[src/rtl/regport_pkg.sv]
package regport_pkg;
  localparam int unsigned IX_ID     = 0;
  localparam int unsigned IX_EN     = 1;
  localparam int unsigned IX_W      = 2;
  localparam int unsigned IX_H      = 3;
  localparam int unsigned IX_MAXW   = 4;
  localparam int unsigned IX_MAXH   = 5;
  localparam int unsigned IX_DEPTH  = 6;
  localparam int unsigned IX_BPP    = 7;
  localparam int unsigned IX_CAPS   = 17;
  localparam int unsigned IX_CFG    = 20;
  localparam int unsigned IX_SYNC   = 21;
  localparam int unsigned IX_BUSY   = 22;
  localparam int unsigned IX_GUEST  = 23;
  localparam int unsigned IX_CUR_ID = 24;
  localparam int unsigned IX_CUR_X  = 25;
  localparam int unsigned IX_CUR_Y  = 26;
  localparam int unsigned IX_CUR_ON = 27;
  localparam int unsigned IX_HBPP   = 28;
  localparam int unsigned IX_SCR_SZ = 29;
  localparam int unsigned IX_Z_LO   = 30;
  localparam int unsigned IX_Z_HI   = 32;
  localparam int unsigned PAL_BASE  = 1024;
  localparam int unsigned PAL_LAST  = PAL_BASE + 767;
  localparam int unsigned SCR_BASE  = PAL_BASE + 768;

  localparam logic [31:0] ID_V0    = 32'h9000_0000;
  localparam logic [31:0] ID_V1    = 32'h9000_0001;
  localparam logic [31:0] ID_V2    = 32'h9000_0002;
  localparam logic [31:0] DUMMY_RD = 32'h0000_CAFE;

  typedef enum logic [1:0] {OFF_INDEX, OFF_VALUE, OFF_DUMMY, OFF_NONE} off_e;
endpackage

[src/rtl/regport_scratch.sv]
module regport_scratch #(
  parameter int unsigned DEPTH = 16,
  localparam int unsigned AW = $clog2(DEPTH)
) (
  input  logic          clk_i,
  input  logic          rst_ni,
  input  logic          wr_i,
  input  logic [AW-1:0] waddr_i,
  input  logic [31:0]   wdata_i,
  input  logic [AW-1:0] raddr_i,
  output logic [31:0]   rdata_o
);
  logic [31:0] ent [DEPTH];

  for (genvar i = 0; i < DEPTH; i++) begin : g_ent
    logic [31:0] q;
    always_ff @(posedge clk_i or negedge rst_ni) begin
      if (!rst_ni) q <= '0;
      else if (wr_i && waddr_i == AW'(i)) q <= wdata_i;
    end
    assign ent[i] = q;
  end

  assign rdata_o = ent[raddr_i];
endmodule

[src/rtl/regport_ctrl.sv]
module regport_ctrl
  import regport_pkg::*;
#(
  parameter int unsigned DIM_W = 12,
  parameter int unsigned MAX_W = 2368,
  parameter int unsigned MAX_H = 1770,
  parameter int unsigned DEF_W = 1024,
  parameter int unsigned DEF_H = 768
) (
  input  logic             clk_i,
  input  logic             rst_ni,
  input  logic             wr_i,
  input  logic [31:0]      idx_i,
  input  logic [31:0]      wdata_i,
  input  logic             run_done_i,
  output logic [31:0]      id_o,
  output logic             en_o,
  output logic             cfg_o,
  output logic [DIM_W-1:0] width_o,
  output logic [DIM_W-1:0] height_o,
  output logic [31:0]      guest_o,
  output logic [31:0]      cur_id_o,
  output logic [31:0]      cur_x_o,
  output logic [31:0]      cur_y_o,
  output logic             cur_vis_o,
  output logic             busy_o,
  output logic             inv_o,
  output logic             sync_o
);
  logic sel_id, sel_en, sel_w, sel_h, sel_bpp, sel_cfg, sel_sync;
  logic sel_guest, sel_cid, sel_cx, sel_cy, sel_con;
  logic w_ok, h_ok, id_ok, bpp_bad, inv_d;

  assign sel_id    = wr_i && idx_i == 32'(IX_ID);
  assign sel_en    = wr_i && idx_i == 32'(IX_EN);
  assign sel_w     = wr_i && idx_i == 32'(IX_W);
  assign sel_h     = wr_i && idx_i == 32'(IX_H);
  assign sel_bpp   = wr_i && idx_i == 32'(IX_BPP);
  assign sel_cfg   = wr_i && idx_i == 32'(IX_CFG);
  assign sel_sync  = wr_i && idx_i == 32'(IX_SYNC);
  assign sel_guest = wr_i && idx_i == 32'(IX_GUEST);
  assign sel_cid   = wr_i && idx_i == 32'(IX_CUR_ID);
  assign sel_cx    = wr_i && idx_i == 32'(IX_CUR_X);
  assign sel_cy    = wr_i && idx_i == 32'(IX_CUR_Y);
  assign sel_con   = wr_i && idx_i == 32'(IX_CUR_ON);

  assign w_ok    = wdata_i <= 32'(MAX_W);
  assign h_ok    = wdata_i <= 32'(MAX_H);
  assign id_ok   = wdata_i == ID_V0 || wdata_i == ID_V1 || wdata_i == ID_V2;
  assign bpp_bad = wdata_i != 32'd32;
  assign inv_d   = sel_en || (sel_w && w_ok) || (sel_h && h_ok) || (sel_bpp && bpp_bad);

  always_ff @(posedge clk_i or negedge rst_ni) begin
    if (!rst_ni) begin
      id_o      <= ID_V2;
      en_o      <= 1'b0;
      cfg_o     <= 1'b0;
      width_o   <= DIM_W'(DEF_W);
      height_o  <= DIM_W'(DEF_H);
      guest_o   <= '0;
      cur_id_o  <= '0;
      cur_x_o   <= '0;
      cur_y_o   <= '0;
      cur_vis_o <= 1'b0;
      busy_o    <= 1'b0;
      inv_o     <= 1'b0;
      sync_o    <= 1'b0;
    end else begin
      inv_o  <= inv_d;
      sync_o <= sel_sync;
      if (sel_id && id_ok) id_o <= wdata_i;
      if (sel_en) en_o <= |wdata_i;
      if (sel_w && w_ok) width_o <= wdata_i[DIM_W-1:0];
      if (sel_h && h_ok) height_o <= wdata_i[DIM_W-1:0];
      if (sel_cfg) cfg_o <= |wdata_i;
      else if (sel_bpp && bpp_bad) cfg_o <= 1'b0;
      if (sel_guest) guest_o <= wdata_i;
      if (sel_cid) cur_id_o <= wdata_i;
      if (sel_cx) cur_x_o <= wdata_i;
      if (sel_cy) cur_y_o <= wdata_i;
      // only show/hide codes move visibility
      if (sel_con && wdata_i == 32'd1) cur_vis_o <= 1'b1;
      else if (sel_con && wdata_i == 32'd0) cur_vis_o <= 1'b0;
      if (sel_sync) busy_o <= 1'b1;
      else if (run_done_i) busy_o <= 1'b0;
    end
  end

  a_r8_busy_set: assert property (@(posedge clk_i) disable iff (!rst_ni)
    (wr_i && idx_i == 32'(IX_SYNC)) |=> (busy_o && sync_o));
  a_r7_cursor_hold: assert property (@(posedge clk_i) disable iff (!rst_ni)
    (wr_i && idx_i == 32'(IX_CUR_ON) && wdata_i > 32'd1) |=> $stable(cur_vis_o));
  a_r5_bpp_drop: assert property (@(posedge clk_i) disable iff (!rst_ni)
    (wr_i && idx_i == 32'(IX_BPP) && wdata_i != 32'd32) |=> (!cfg_o && inv_o));
  a_r4_dim_bound: assert property (@(posedge clk_i) disable iff (!rst_ni)
    (32'(width_o) <= 32'(MAX_W)) && (32'(height_o) <= 32'(MAX_H)));
  a_r3_id_known: assert property (@(posedge clk_i) disable iff (!rst_ni)
    (id_o == ID_V0 || id_o == ID_V1 || id_o == ID_V2));
endmodule

[src/rtl/regport_rdmux.sv]
module regport_rdmux
  import regport_pkg::*;
#(
  parameter int unsigned DIM_W     = 12,
  parameter int unsigned MAX_W     = 2368,
  parameter int unsigned MAX_H     = 1770,
  parameter int unsigned PIX_DEPTH = 32,
  parameter int unsigned SCR_DEPTH = 16,
  parameter logic [31:0] CAPS      = 32'h0000_00E3
) (
  input  logic [31:0]      idx_i,
  input  logic             scr_hit_i,
  input  logic [31:0]      scr_data_i,
  input  logic [31:0]      id_i,
  input  logic             en_i,
  input  logic             cfg_i,
  input  logic [DIM_W-1:0] width_i,
  input  logic [DIM_W-1:0] height_i,
  input  logic [31:0]      guest_i,
  input  logic [31:0]      cur_id_i,
  input  logic [31:0]      cur_x_i,
  input  logic [31:0]      cur_y_i,
  input  logic             cur_vis_i,
  input  logic             busy_i,
  output logic [31:0]      val_o,
  output logic             known_o
);
  localparam logic [31:0] DEPTH_RD = (PIX_DEPTH == 32) ? 32'd24 : 32'(PIX_DEPTH);

  always_comb begin
    val_o   = '0;
    known_o = 1'b1;
    if (scr_hit_i) val_o = scr_data_i;
    else if (idx_i >= 32'(PAL_BASE) && idx_i <= 32'(PAL_LAST)) val_o = '0;
    else if (idx_i >= 32'(IX_Z_LO) && idx_i <= 32'(IX_Z_HI)) val_o = '0;
    else begin
      case (idx_i)
        32'(IX_ID):     val_o = id_i;
        32'(IX_EN):     val_o = {31'd0, en_i};
        32'(IX_W):      val_o = 32'(width_i);
        32'(IX_H):      val_o = 32'(height_i);
        32'(IX_MAXW):   val_o = 32'(MAX_W);
        32'(IX_MAXH):   val_o = 32'(MAX_H);
        32'(IX_DEPTH):  val_o = DEPTH_RD;
        32'(IX_BPP),
        32'(IX_HBPP):   val_o = 32'(PIX_DEPTH);
        32'(IX_CAPS):   val_o = CAPS;
        32'(IX_CFG):    val_o = {31'd0, cfg_i};
        32'(IX_SYNC),
        32'(IX_BUSY):   val_o = {31'd0, busy_i};
        32'(IX_GUEST):  val_o = guest_i;
        32'(IX_CUR_ID): val_o = cur_id_i;
        32'(IX_CUR_X):  val_o = cur_x_i;
        32'(IX_CUR_Y):  val_o = cur_y_i;
        32'(IX_CUR_ON): val_o = {31'd0, cur_vis_i};
        32'(IX_SCR_SZ): val_o = 32'(SCR_DEPTH);
        default:        known_o = 1'b0;
      endcase
    end
  end
endmodule

[src/rtl/idxval_regport.sv]
module idxval_regport
  import regport_pkg::*;
#(
  parameter int unsigned OFF_W     = 4,
  parameter int unsigned DIM_W     = 12,
  parameter int unsigned MAX_W     = 2368,
  parameter int unsigned MAX_H     = 1770,
  parameter int unsigned DEF_W     = 1024,
  parameter int unsigned DEF_H     = 768,
  parameter int unsigned PIX_DEPTH = 32,
  parameter int unsigned SCR_DEPTH = 16,
  parameter logic [31:0] CAPS      = 32'h0000_00E3
) (
  input  logic             clk_i,
  input  logic             rst_ni,
  input  logic             acc_i,
  input  logic             we_i,
  input  logic [OFF_W-1:0] off_i,
  input  logic [31:0]      wdata_i,
  input  logic             run_done_i,
  output logic [31:0]      rdata_o,
  output logic             rvalid_o,
  output logic             err_o,
  output logic             disp_en_o,
  output logic             cfg_done_o,
  output logic [DIM_W-1:0] width_o,
  output logic [DIM_W-1:0] height_o,
  output logic [31:0]      guest_id_o,
  output logic [31:0]      cur_id_o,
  output logic [31:0]      cur_x_o,
  output logic [31:0]      cur_y_o,
  output logic             cur_vis_o,
  output logic             busy_o,
  output logic             inval_o,
  output logic             sync_start_o
);
  localparam int unsigned SCR_AW = $clog2(SCR_DEPTH);

  off_e        off_kind;
  logic [31:0] idx_q, id_w, scr_rd, val_rd, scr_off;
  logic        known, scr_hit, val_wr;

  always_comb begin
    case (off_i)
      OFF_W'(0): off_kind = OFF_INDEX;
      OFF_W'(1): off_kind = OFF_VALUE;
      OFF_W'(2): off_kind = OFF_DUMMY;
      default:   off_kind = OFF_NONE;
    endcase
  end

  assign val_wr  = acc_i && we_i && off_kind == OFF_VALUE;
  assign scr_off = idx_q - 32'(SCR_BASE);
  assign scr_hit = idx_q >= 32'(SCR_BASE) && scr_off < 32'(SCR_DEPTH);

  regport_ctrl #(
    .DIM_W(DIM_W), .MAX_W(MAX_W), .MAX_H(MAX_H), .DEF_W(DEF_W), .DEF_H(DEF_H)
  ) u_ctrl (
    .clk_i, .rst_ni,
    .wr_i(val_wr), .idx_i(idx_q), .wdata_i, .run_done_i,
    .id_o(id_w), .en_o(disp_en_o), .cfg_o(cfg_done_o),
    .width_o, .height_o, .guest_o(guest_id_o),
    .cur_id_o, .cur_x_o, .cur_y_o, .cur_vis_o,
    .busy_o, .inv_o(inval_o), .sync_o(sync_start_o)
  );

  regport_scratch #(.DEPTH(SCR_DEPTH)) u_scr (
    .clk_i, .rst_ni,
    .wr_i(val_wr && scr_hit), .waddr_i(scr_off[SCR_AW-1:0]), .wdata_i,
    .raddr_i(scr_off[SCR_AW-1:0]), .rdata_o(scr_rd)
  );

  regport_rdmux #(
    .DIM_W(DIM_W), .MAX_W(MAX_W), .MAX_H(MAX_H), .PIX_DEPTH(PIX_DEPTH),
    .SCR_DEPTH(SCR_DEPTH), .CAPS(CAPS)
  ) u_mux (
    .idx_i(idx_q), .scr_hit_i(scr_hit), .scr_data_i(scr_rd),
    .id_i(id_w), .en_i(disp_en_o), .cfg_i(cfg_done_o),
    .width_i(width_o), .height_i(height_o), .guest_i(guest_id_o),
    .cur_id_i(cur_id_o), .cur_x_i(cur_x_o), .cur_y_i(cur_y_o),
    .cur_vis_i(cur_vis_o), .busy_i(busy_o),
    .val_o(val_rd), .known_o(known)
  );

  always_ff @(posedge clk_i or negedge rst_ni) begin
    if (!rst_ni) begin
      idx_q    <= '0;
      rdata_o  <= '0;
      rvalid_o <= 1'b0;
      err_o    <= 1'b0;
    end else begin
      rvalid_o <= acc_i && !we_i;
      err_o    <= acc_i && off_kind == OFF_VALUE && !known;
      if (acc_i && we_i && off_kind == OFF_INDEX) idx_q <= wdata_i;
      if (acc_i && !we_i) begin
        case (off_kind)
          OFF_INDEX: rdata_o <= idx_q;
          OFF_VALUE: rdata_o <= val_rd;
          OFF_DUMMY: rdata_o <= DUMMY_RD;
          default:   rdata_o <= '1;
        endcase
      end
    end
  end

  a_r2_rd_ack: assert property (@(posedge clk_i) disable iff (!rst_ni)
    (acc_i && !we_i) |=> rvalid_o);
  a_r2_wr_quiet: assert property (@(posedge clk_i) disable iff (!rst_ni)
    (acc_i && we_i) |=> !rvalid_o);
  a_r10_palette_quiet: assert property (@(posedge clk_i) disable iff (!rst_ni)
    (acc_i && off_i == OFF_W'(1) && idx_q >= 32'(PAL_BASE) && idx_q <= 32'(PAL_LAST))
    |=> !err_o);
  a_r11_dummy_rd: assert property (@(posedge clk_i) disable iff (!rst_ni)
    (acc_i && !we_i && off_i == OFF_W'(2)) |=> (rdata_o == DUMMY_RD));
endmodule

[config.mk]
export PLATFORM = sky130hd
export DESIGN_NAME = idxval_regport
export DESIGN_NICKNAME = d
export VERILOG_FILES = /design/src/rtl/regport_pkg.sv /design/src/rtl/regport_scratch.sv /design/src/rtl/regport_ctrl.sv /design/src/rtl/regport_rdmux.sv /design/src/rtl/idxval_regport.sv
export SDC_FILE = /design/constraint.sdc
export NUM_CORES = 1
export LEC_CHECK = 0
export ABC_AREA = 1
export CORE_MARGIN = 2
export CORE_UTILIZATION = 50
export CTS_BUF_LIST = sky130_fd_sc_hd__clkbuf_4
export DETAILED_ROUTE_END_ITERATION = 10
export HOLD_SLACK_MARGIN = 0.08
export MAX_ROUTING_LAYER = met4
export PLACE_DENSITY = 0.69
export SLEW_MARGIN = 0
export SYNTH_ARGS = -nofsm -noshare
export SYNTH_HDL_FRONTEND = slang
export SYNTH_SLANG_ARGS = --single-unit
export TNS_END_PERCENT = 100
[constraint.sdc]
create_clock -name clk_i -period 3 [get_ports clk_i]
set_input_delay 0.6 -clock clk_i [delete_from_list [all_inputs] [get_ports clk_i]]
set_output_delay 0.6 -clock clk_i [all_outputs]
set_load 0.01 [all_outputs]
* Word-level counts from Yosys, hierarchy flattened
Index checks and enable logic that the tools add are counted.
Word-level totals: logic and storage cells 168, bits in registers 768, output and inout bits 192
Cells by class: $lt $le $gt $ge 9, $add $sub $neg 1, eq/ne operators 42, reduce and logical (&&, ||, !) cells 63, muxes and demuxes 19, bitwise operators 1
Operators by type and width (number):
- $pmux W32 S17 | 1
- $eq A32 B5 Y1 const B | 11
- $mux W32 | 5
- $bmux W32 S4 | 1
- $eq A32 B3 Y1 const B | 4
- $eq A32 B32 Y1 const B | 3
- $pmux W32 S3 | 1
- $eq A32 B1 Y1 const B | 2
- $eq A32 B2 Y1 const B | 2
- $ge A32 B11 Y1 const B | 2
- $le A32 B11 Y1 const B | 2
- $logic_not A32 Y1 | 2
- $logic_and A1 B1 Y1 | 44
- $eq A4 B4 Y1 const B | 8
- $ge A32 B5 Y1 const B | 1
- $le A32 B12 Y1 const B | 1
- $le A32 B6 Y1 const B | 1
- $lt A32 B5 Y1 const B | 1
- $ne A32 B6 Y1 const B | 1
- $reduce_or A32 Y1 | 1
- $sub A32 B11 Y32 const B | 1
- $reduce_or A19 Y1 | 1
- $eq A4 B3 Y1 const B | 4
- $eq A4 B2 Y1 const B | 3
- other kinds (13) | 32

* Depth between registers and ports, before layout
Gate-level depths: netlist (run 1).
word-level depth 9, gate-level depth with buffers 17

* Cells and area by module
Synthesis (run 1) repeated with hierarchy kept, for this count alone.
Unflattened totals: cells, all modules 5096, area total of the unflattened synthesis 38579.5 µm²
By module, submodules not included:
- regport_scratch | instances 1, seq. area each 12812.3 µm², cells each 3246, area an instance 24797.5 µm²
- regport_ctrl | instances 1, seq. area each 4762.1 µm², cells each 876, area an instance 7802.5 µm²
- idxval_regport | instances 1, seq. area each 1651.6 µm², cells each 376, area an instance 3309.4 µm²
- regport_rdmux | instances 1, seq. area each 0.0 µm², cells each 598, area an instance 2670.1 µm²

* Worst setup path before layout (run 1)
OpenSTA, ideal clock, no wires.
kind input -> register, from input off_i[3], to register u_ctrl.height_o[5], stages on the path 11, data arrival time 2482 ps, library setup time 140 ps, slack 378 ps, data required time 2860 ps, cell sequence nor2_1 > inv_1 > nor2_1 > inv_1 > nor2_1 > nand2_1 > inv_2 > nand3_1 > nor4_4 > buf_2 > a21oi_1
Between the ends: longest elaborated chain between the ends 6, elaborated cells between the ends (all ways) 8
RTL lines:
- from (decl) | line idxval_regport.sv:18 | input logic [OFF_W-1:0] off_i,
- $eq A4 B2 Y1 (tied with other cells) | line idxval_regport.sv:44 | case (off_i)
- $pmux W2 S3 (*) | line idxval_regport.sv:44
- $eq A2 B1 Y1 (*) | line idxval_regport.sv:52 | assign val_wr = acc_i && we_i && off_kind == OFF_VALUE;
- $logic_and A1 B1 Y1 (*) | line idxval_regport.sv:52
- $logic_and A1 B1 Y1 (*) | line regport_ctrl.sv:37 | assign sel_h = wr_i && idx_i == 32'(IX_H);
- $logic_and A1 B1 Y1 (*) | line regport_ctrl.sv:74 | if (sel_h && h_ok) height_o <= wdata_i[DIM_W-1:0];
- to (signal assigned) | line regport_ctrl.sv:59 | height_o <= DIM_W'(DEF_H);
- to (signal assigned) | line regport_ctrl.sv:74
- to (decl) | line regport_ctrl.sv:20 | output logic [DIM_W-1:0] height_o,
Every way passes the cells marked *; elsewhere a longest branch is shown, timed or not. A chain may end at the register's enable or synchronous reset.

* Worst setup path after layout (run 1)
from register idx_q[19], to register u_scr.g_ent[4].q[25]
Between the ends: longest elaborated chain between the ends 5, elaborated cells between the ends (all ways) 6
RTL lines:
- from (decl) | line idxval_regport.sv:40 | logic [31:0] idx_q, id_w, scr_rd, val_rd, scr_off;
- from (signal assigned) | line idxval_regport.sv:94 | if (acc_i && we_i && off_kind == OFF_INDEX) idx_q <= wdata_i;
- $sub A32 B11 Y32 | line idxval_regport.sv:53 | assign scr_off = idx_q - 32'(SCR_BASE);
- $lt A32 B5 Y1 | line idxval_regport.sv:54 | assign scr_hit = idx_q >= 32'(SCR_BASE) && scr_off < 32'(SCR_DEPTH);
- $logic_and A1 B1 Y1 (*) | line idxval_regport.sv:54
- $logic_and A1 B1 Y1 (*) | line idxval_regport.sv:69 | .wr_i(val_wr && scr_hit), .waddr_i(scr_off[SCR_AW-1:0]), .wdata_i,
- $logic_and A1 B1 Y1 (*) | line regport_scratch.sv:19 | else if (wr_i && waddr_i == AW'(i)) q <= wdata_i;
- to (signal assigned) | line regport_scratch.sv:19
- to (decl) | line regport_scratch.sv:16 | logic [31:0] q;
Marks and branches as above.

==> reports/qor.yml, run 1 <==
final_layout:
  syn2layout_area_growth_pct: 18.0
  nets: 4441
  final_cells: 5481
  layout-drive-gt1-share: 0.133
routing:
  drtAntennaViolNets: 0
  postRouteWirelength_um: 114000
  vias: 31400
  drt_first_pass_iters: 6
  drt_iter0_drc: 3399
  post_drt_via_cell_ratio: 5.73
  drt_drc_violations_left: 0
  routedWlPerCell_um: 20.8
yosys:
  syn_avg_cell_area_um2: 8.56
  synth_edf_count: 0
  synth_top_area_frac: 0.542
  ys_seq_area_frac: 0.547
  async_flop_share: 1.00
  ys_seq_elements: 768
  synth_area_um2: 35200
  synth-warning-count: 0
  yosys.area.top_type: "dfrtp_1"
  yosys-top-cells-count: "nand2_1 (999), dfrtp_1 (762), o21ai_0 (476)"
  synth.distinct_cells: 41
  synth_nets: 4149
  synthTopCellsByArea: "dfrtp_1 (54%), nand2_1 (11%), o21ai_0 (6.8%)"
  yosysMostFrequentCell: "nand2_1"
  ys.flop_type: "dfrtp_1"
  syn_inst: 4108
clock_tree:
  numCtsBuffers: 194
  cts_tree: "done"
  cts.sinks: 768
  h-tree-depth: 4
  clk_path_buf_depth: 3
  clock-root-buffer: "clkbuf_4"
  insertion_delay_ns: 1.05
  clkTransAtPathRegs_ns: 0.07
global_routing:
  grt_max_degree: 77
  grt_pass1_wl_um: 176000
  grt_overflow_total: 0
  first_global_vias: 30100
  grt.total_usage: 0.322
  antenna_found_initial: 3
pwr:
  irDropWorstVdd_mv: 0.311
  finalPower_w: 0.0234
  leakage_nw: 19.1
  powerDensity_nw_per_um2: 565
floorplanning:
  fp.dieH_um: 269
  num_rows: 97
  io_pins: 233
  initial_core_util: 0.504
  fp.dieW_um: 269
  die-area_um2: 72500
  coreArea_um2: 69800
flow_run:
  drv_cap: 0
setup_path:
  rrSetupSlack_ns: 0.14
  worstPathMaxFanout: 64
  start_kind: "register"
  path_common_cell: "nand2_1"
  reg2reg_to: "u_scr.g_ent[4].q[25]"
  reg2reg_from: "idx_q[19]"
  worst_ep_arrival_time_ns: 3.72
  setup.worst_path.end_class: "register"
  critPathRequiredTime_ns: 3.86
  ff2ff_path_depth: 15
  worst-setup-path-type: "reg -> reg"
  path_cells: "nor2_2 > nand2_1 > nor2_2 > nand2_1 > nand2_1 > nand3b_1 > nor2_1 > nand2_1 > nor2_8 > nand2_4 > nor2_8 > buf_12 > nand2_8 > nand2_1 > o21ai_1"
  slowest_stage: "dfrtp_1"
  slowest_delay_ns: 0.40
sta:
  max_freq_mhz: 350
  fin_crit_ns: 2.86
  slew_headroom: 0.268
  drv_slew: 0
  fin_skew_ns: 0.0464
  grt_setup_unrepaired: "false"
  tns_ns: 0
  final_hold_viol_count: 0
  whs_ns: 0.324
  period_share: 0.953
  setup_violations: 0
  tightestPinTransition_ns: 1.09
placed_design:
  portBuffers: 232
  place_congestion: 0.967
  dp_cells: 5140
  hpwl_um: 73100
min_path:
  hp-class: "in -> reg"
  holdPathEnd: "err_o"
  whs_path_depth: 3
  hold_path_startpoint: "acc_i"
run_status:
  status: "finished, final reports clean"
[sequential cells by signal, summed over array words and instances, names as in the netlist]
register,count
rdata_o,32
idx_q,32
u_ctrl.cur_y_o,32
u_ctrl.height_o,12
rvalid_o,1
u_ctrl.cur_id_o,32
u_ctrl.cur_x_o,32
u_ctrl.width_o,12
u_ctrl.inv_o,1
u_ctrl.sync_o,1
u_ctrl.en_o,1
u_ctrl.cfg_o,1
u_ctrl.busy_o,1
u_scr.g_ent.q,512
u_ctrl.cur_vis_o,1
err_o,1
u_ctrl.id_o,32
u_ctrl.guest_o,32
[cell families (layout without fill, tap and decap cells)]
group,count (synthesis),in the layout,synth area share
other,0,2,0
buffers and inverters,519,950,0.0689
AND/OR/NAND/NOR,1725,1725,0.212
flip-flops,768,768,0.547
XOR/XNOR,1,1,0.000249
AO/OA/AOI/OAI,1095,1095,0.172
[placed cells by master, fill, tap and decap left out, drive strengths merged, types with 2 or more instances in the layout]
master,instances
a21oi,79
buf,176
bufinv,3
clkbuf,277
clkdlybuf4s50,231
clkinv,47
clkinvlp,4
dfrtp,762
dfstp,6
diode,2
dlygate4sd3,4
inv,208
nand2,1030
nand3,157
nand3b,27
nand4,69
nor2,326
nor3,101
nor3b,2
nor4,11
o2111ai,2
o21ai,796
o22ai,129
o31ai,84
[final cells by class]
| type | instances | area [um2] |
|---|---|---|
| fillers | 6162 | 28300 |
| clock inverters | 58 | 349 |
| clock buffers | 277 | 2080 |
| flip-flops and latches | 768 | 19200 |
| well taps | 940 | 1180 |
| repair buffers | 411 | 4270 |
| diodes | 2 | 5.00 |
| inverters | 204 | 768 |
| multi-input cells | 2821 | 13600 |
[per-stage QoR]
| step | setup WS (ns) | utilization | instance area [um2] |
|---|---|---|---|
| 6_report | 0.140 | 0.595 | 41500 |
| 5_1_grt | 0.00431 | 0.594 | 41500 |
| 4_1_cts | 0.0438 | 0.594 | 41500 |
| 3_5_place_dp | -0.0193 | 0.559 | 39000 |
| 3_3_place_gp | 0.0225 | 0.559 | 39000 |
| 2_1_floorplan | 0.378 | - | 35200 |
[critical path, delay by kind of cell, from the launching register on]
kind / cells / cell delay (ns)
AOI/OAI and AO/OA: 1 / 0.07
buffers and inverters: 1 / 0.23
DFF: 1 / 0.40
and+or+nand+nor: 13 / 1.98
[what timing repair did]
action | 4_1_cts | 5_1_grt
setup endpoints to repair | 0 | 46
gates resized for setup | 0 | 3
hold endpoints to repair | 676 | 0
buffers inserted | 0 | 0
hold buffers | 4 | 0
[worst max-delay path by stage]
stage | from | endpoint | slack [ns] | cells after the start
5_1_grt | idx_q[18] | u_scr.g_ent[5].q[7] | 0.004 | 15
3_5_place_dp | off_i[3] | u_scr.g_ent[4].q[15] | -0.02 | 12
6_report | idx_q[19] | u_scr.g_ent[4].q[25] | 0.14 | 15
2_1_floorplan | off_i[3] | u_ctrl.height_o[5] | 0.38 | 11
3_3_place_gp | off_i[3] | u_scr.g_ent[4].q[13] | 0.02 | 12
4_1_cts | idx_q[19] | u_scr.g_ent[5].q[7] | 0.04 | 15
[power breakdown]
| group | switching [W] | internal [W] | total, W |
|---|---|---|---|
| combinational | 0.00277 | 0.00121 | 0.00398 |
| clock | 0.00431 | 0.00450 | 0.00882 |
| sequential | 0.000172 | 0.0105 | 0.0107 |
[metal layers]
metal  track usage  wire, um  share of wire
met1         0.426     48000           0.42
met2         0.489     52600           0.46
met3        0.0658      9510          0.084
met4         0.125      3740          0.033
met5             -         0              0
(Power assumes the default switching activity.)
==> run 2, diff against run 1 <==
--- a/config.mk
+++ b/config.mk
@@ -6,7 +6,7 @@
 export NUM_CORES = 1
 export LEC_CHECK = 0
 export ABC_AREA = 1
-export CORE_MARGIN = 2
+export CORE_MARGIN = 5
 export CORE_UTILIZATION = 50
 export CTS_BUF_LIST = sky130_fd_sc_hd__clkbuf_4
 export DETAILED_ROUTE_END_ITERATION = 10
==> run 2 against run 1 <==
  * Sequential share of layout area decreased by 0.34 points
  * Die area increased by 4.5%
  * Clock power increased by 2.7%
  * Cell count increased by 0.44%
  * Highest routed layer unchanged
  * Largest cell class unchanged
  * Combinational power decreased by 2%
  * Global-route usage decreased by 1.7 points
  * Largest power group unchanged
  * Worst setup slack improved by 0.0042 ns
  * Sequential power about the same
  * Final area increased by 0.73%
  * Register-to-register slack about the same
  * First-iteration DRC count decreased by 6.8%
==> reports/qor.yml, run 2 (synthesis gave the netlist of run 1 again) <==
min_path:
  hold_path_startpoint: "wdata_i[6]"
  hp-class: "in -> reg"
  whs_path_depth: 4
  holdPathEnd: "u_ctrl.height_o[6]"
setup_path:
  reg2reg_to: "u_scr.g_ent[6].q[26]"
  worst-setup-path-type: "reg -> reg"
  reg2reg_from: "idx_q[14]"
  worstPathMaxFanout: 48
  start_kind: "register"
  ff2ff_path_depth: 17
  worst_ep_arrival_time_ns: 3.71
  setup.worst_path.end_class: "register"
  rrSetupSlack_ns: 0.14
  critPathRequiredTime_ns: 3.85
placed_design:
  portBuffers: 232
  place_area_um2: 39100
  post-place-ws_ns: -0.0300
  hpwl_um: 71900
  place_congestion: 0.955
final_layout:
  nets: 4455
  layout-drive-gt1-share: 0.139
  final_common_cell: "nand2_1"
  syn2layout_area_growth_pct: 18.8
  largest_reg_flops: 512
  layout_common_cells: "nand2_1 (994), dfrtp_1 (761), o21ai_0 (475)"
  fin_area_um2: 41800
  regMostFlops: "u_scr.g_ent.q"
pwr:
  clock_power_share: 0.383
  pwr-share-comb: 0.165
  power_frac_seq: 0.452
  irDropWorstVdd_mv: 0.346
  switching_share: 0.306
  p_int_w: 0.0164
  powerDensity_nw_per_um2: 566
  finalPower_w: 0.0236
  leakage_nw: 19.2
  p_sw_w: 0.00724
floorplanning:
  die-area_um2: 75700
  coreArea_um2: 69900
  initial_core_util: 0.503
  fp.dieH_um: 275
  num_rows: 97
  fp.dieW_um: 275
  io_pins: 233
global_routing:
  grt_max_degree: 89
  grt_pass1_wl_um: 174000
  antenna_found_initial: 2
  first_global_vias: 29900
  grt_overflow_total: 0
  grt.total_usage: 0.304
sta:
  max_freq_mhz: 350
  drv_slew: 0
  layout_setup_ws_ns: 0.144
  fin_skew_ns: 0.0656
  fin_crit_ns: 2.86
  tns_ns: 0
  period_share: 0.952
  tightestPinTransition_ns: 1.34
  slew_headroom: 0.102
  setup_violations: 0
  final_hold_viol_count: 0
clock_tree:
  clkTransAtPathRegs_ns: 0.06
  clock-root-buffer: "clkbuf_4"
  clk_path_buf_depth: 3
  cts_tree: "done"
  numCtsBuffers: 198
  h-tree-depth: 4
  insertion_delay_ns: 1.04
  cts.sinks: 768
routing:
  postRouteWirelength_um: 114000
  drt_iter0_drc: 3168
  routedWlPerCell_um: 20.8
  drt_drc_violations_left: 0
  drt_first_pass_iters: 6
  vias: 31200
  post_drt_via_cell_ratio: 5.68
  drtAntennaViolNets: 0
flow_run:
  drv_cap: 0
run_status:
  status: "finished, final reports clean"
run 2: cell count changes in the layout (fill, tap and decap cells not counted), sizes merged:
| cell | change |
|---|---|
| buf | +8 |
| clkbuf | +17 |
| clkinv | -4 |
| clkinvlp | -1 |
| dlygate4sd3 | -1 |
| inv | +2 |
| nand2 | +3 |
run 2: through the flow:
stage	util	std cells	hold slack, ns
after floorplan	-	4108	0.304
after global placement	0.559	5143	0.459
after detailed placement	0.559	5143	0.463
after CTS	0.596	5496	0.269
after global routing	0.598	5504	0.320
final	0.598	5505	0.373
run 2: final cells by class:
class | count | area (um2)
Clock buffer | 294 | 2210
Fill cell | 6261 | 28100
Sequential cell | 768 | 19200
Timing Repair Buffer | 418 | 4390
Antenna cell | 2 | 5.00
Multi-Input combinational cell | 2824 | 13700
Clock inverter | 55 | 330
Tap cell | 940 | 1180
Inverter | 204 | 768
run 2: worst max path at each step:
stage,depth (start not counted),slack (ns),to,start
finish,17,0.14,u_scr.g_ent[6].q[26],idx_q[14]
detailed placement,12,-0.03,u_scr.g_ent[4].q[25],off_i[2]
global route,15,-0.01,u_scr.g_ent[5].q[25],idx_q[18]
global placement,12,-0.01,u_scr.g_ent[15].q[25],off_i[2]
floorplan,11,0.38,u_ctrl.height_o[5],off_i[3]
CTS,15,0.07,u_scr.g_ent[15].q[21],idx_q[21]
run 2: timing repair:
| item | CTS | global route |
|---|---|---|
| setup buffers | 0 | 4 |
| hold buffers | 4 | 0 |
| gates resized for setup | 0 | 10 |
| hold endpoints to repair | 495 | 0 |
| setup endpoints to repair | 0 | 239 |
run 2: power groups by stage:
stage / clock, W / combinational [W] / sequential, W
2_1_floorplan: 0 / 0.00210 / 0.0108
6_report: 0.00906 / 0.00390 / 0.0107
3_5_place_dp: 0 / 0.00381 / 0.0109
3_3_place_gp: 0 / 0.00379 / 0.0109
5_1_grt: 0.00981 / 0.00423 / 0.0107
4_1_cts: 0.00923 / 0.00383 / 0.0107
run 2: routing by layer:
metal | vias up | GRT usage | routed length (um)
li1 | 14600 | - | -
met1 | 15000 | 0.412 | 48700
met2 | 1427 | 0.463 | 52600
met3 | 246 | 0.0554 | 9310
met4 | 0 | 0.115 | 3840
met5 | - | - | 0
run 2: worst max-delay path, cell delays in order, from the launching register on:
cell     delay [ns]
dfrtp_1        0.44
nor2_1         0.14
nand2_1        0.14
nor2_1         0.20
nand3_1        0.12
nand2_1        0.11
nand3_1        0.07
nor2_1         0.13
nand2_1        0.13
nor2_8         0.13
nand2_4        0.08
nor2_8         0.17
buf_12         0.22
buf_4          0.17
nand2_8        0.05
buf_12         0.18
nand2_1        0.09
o21ai_1        0.06
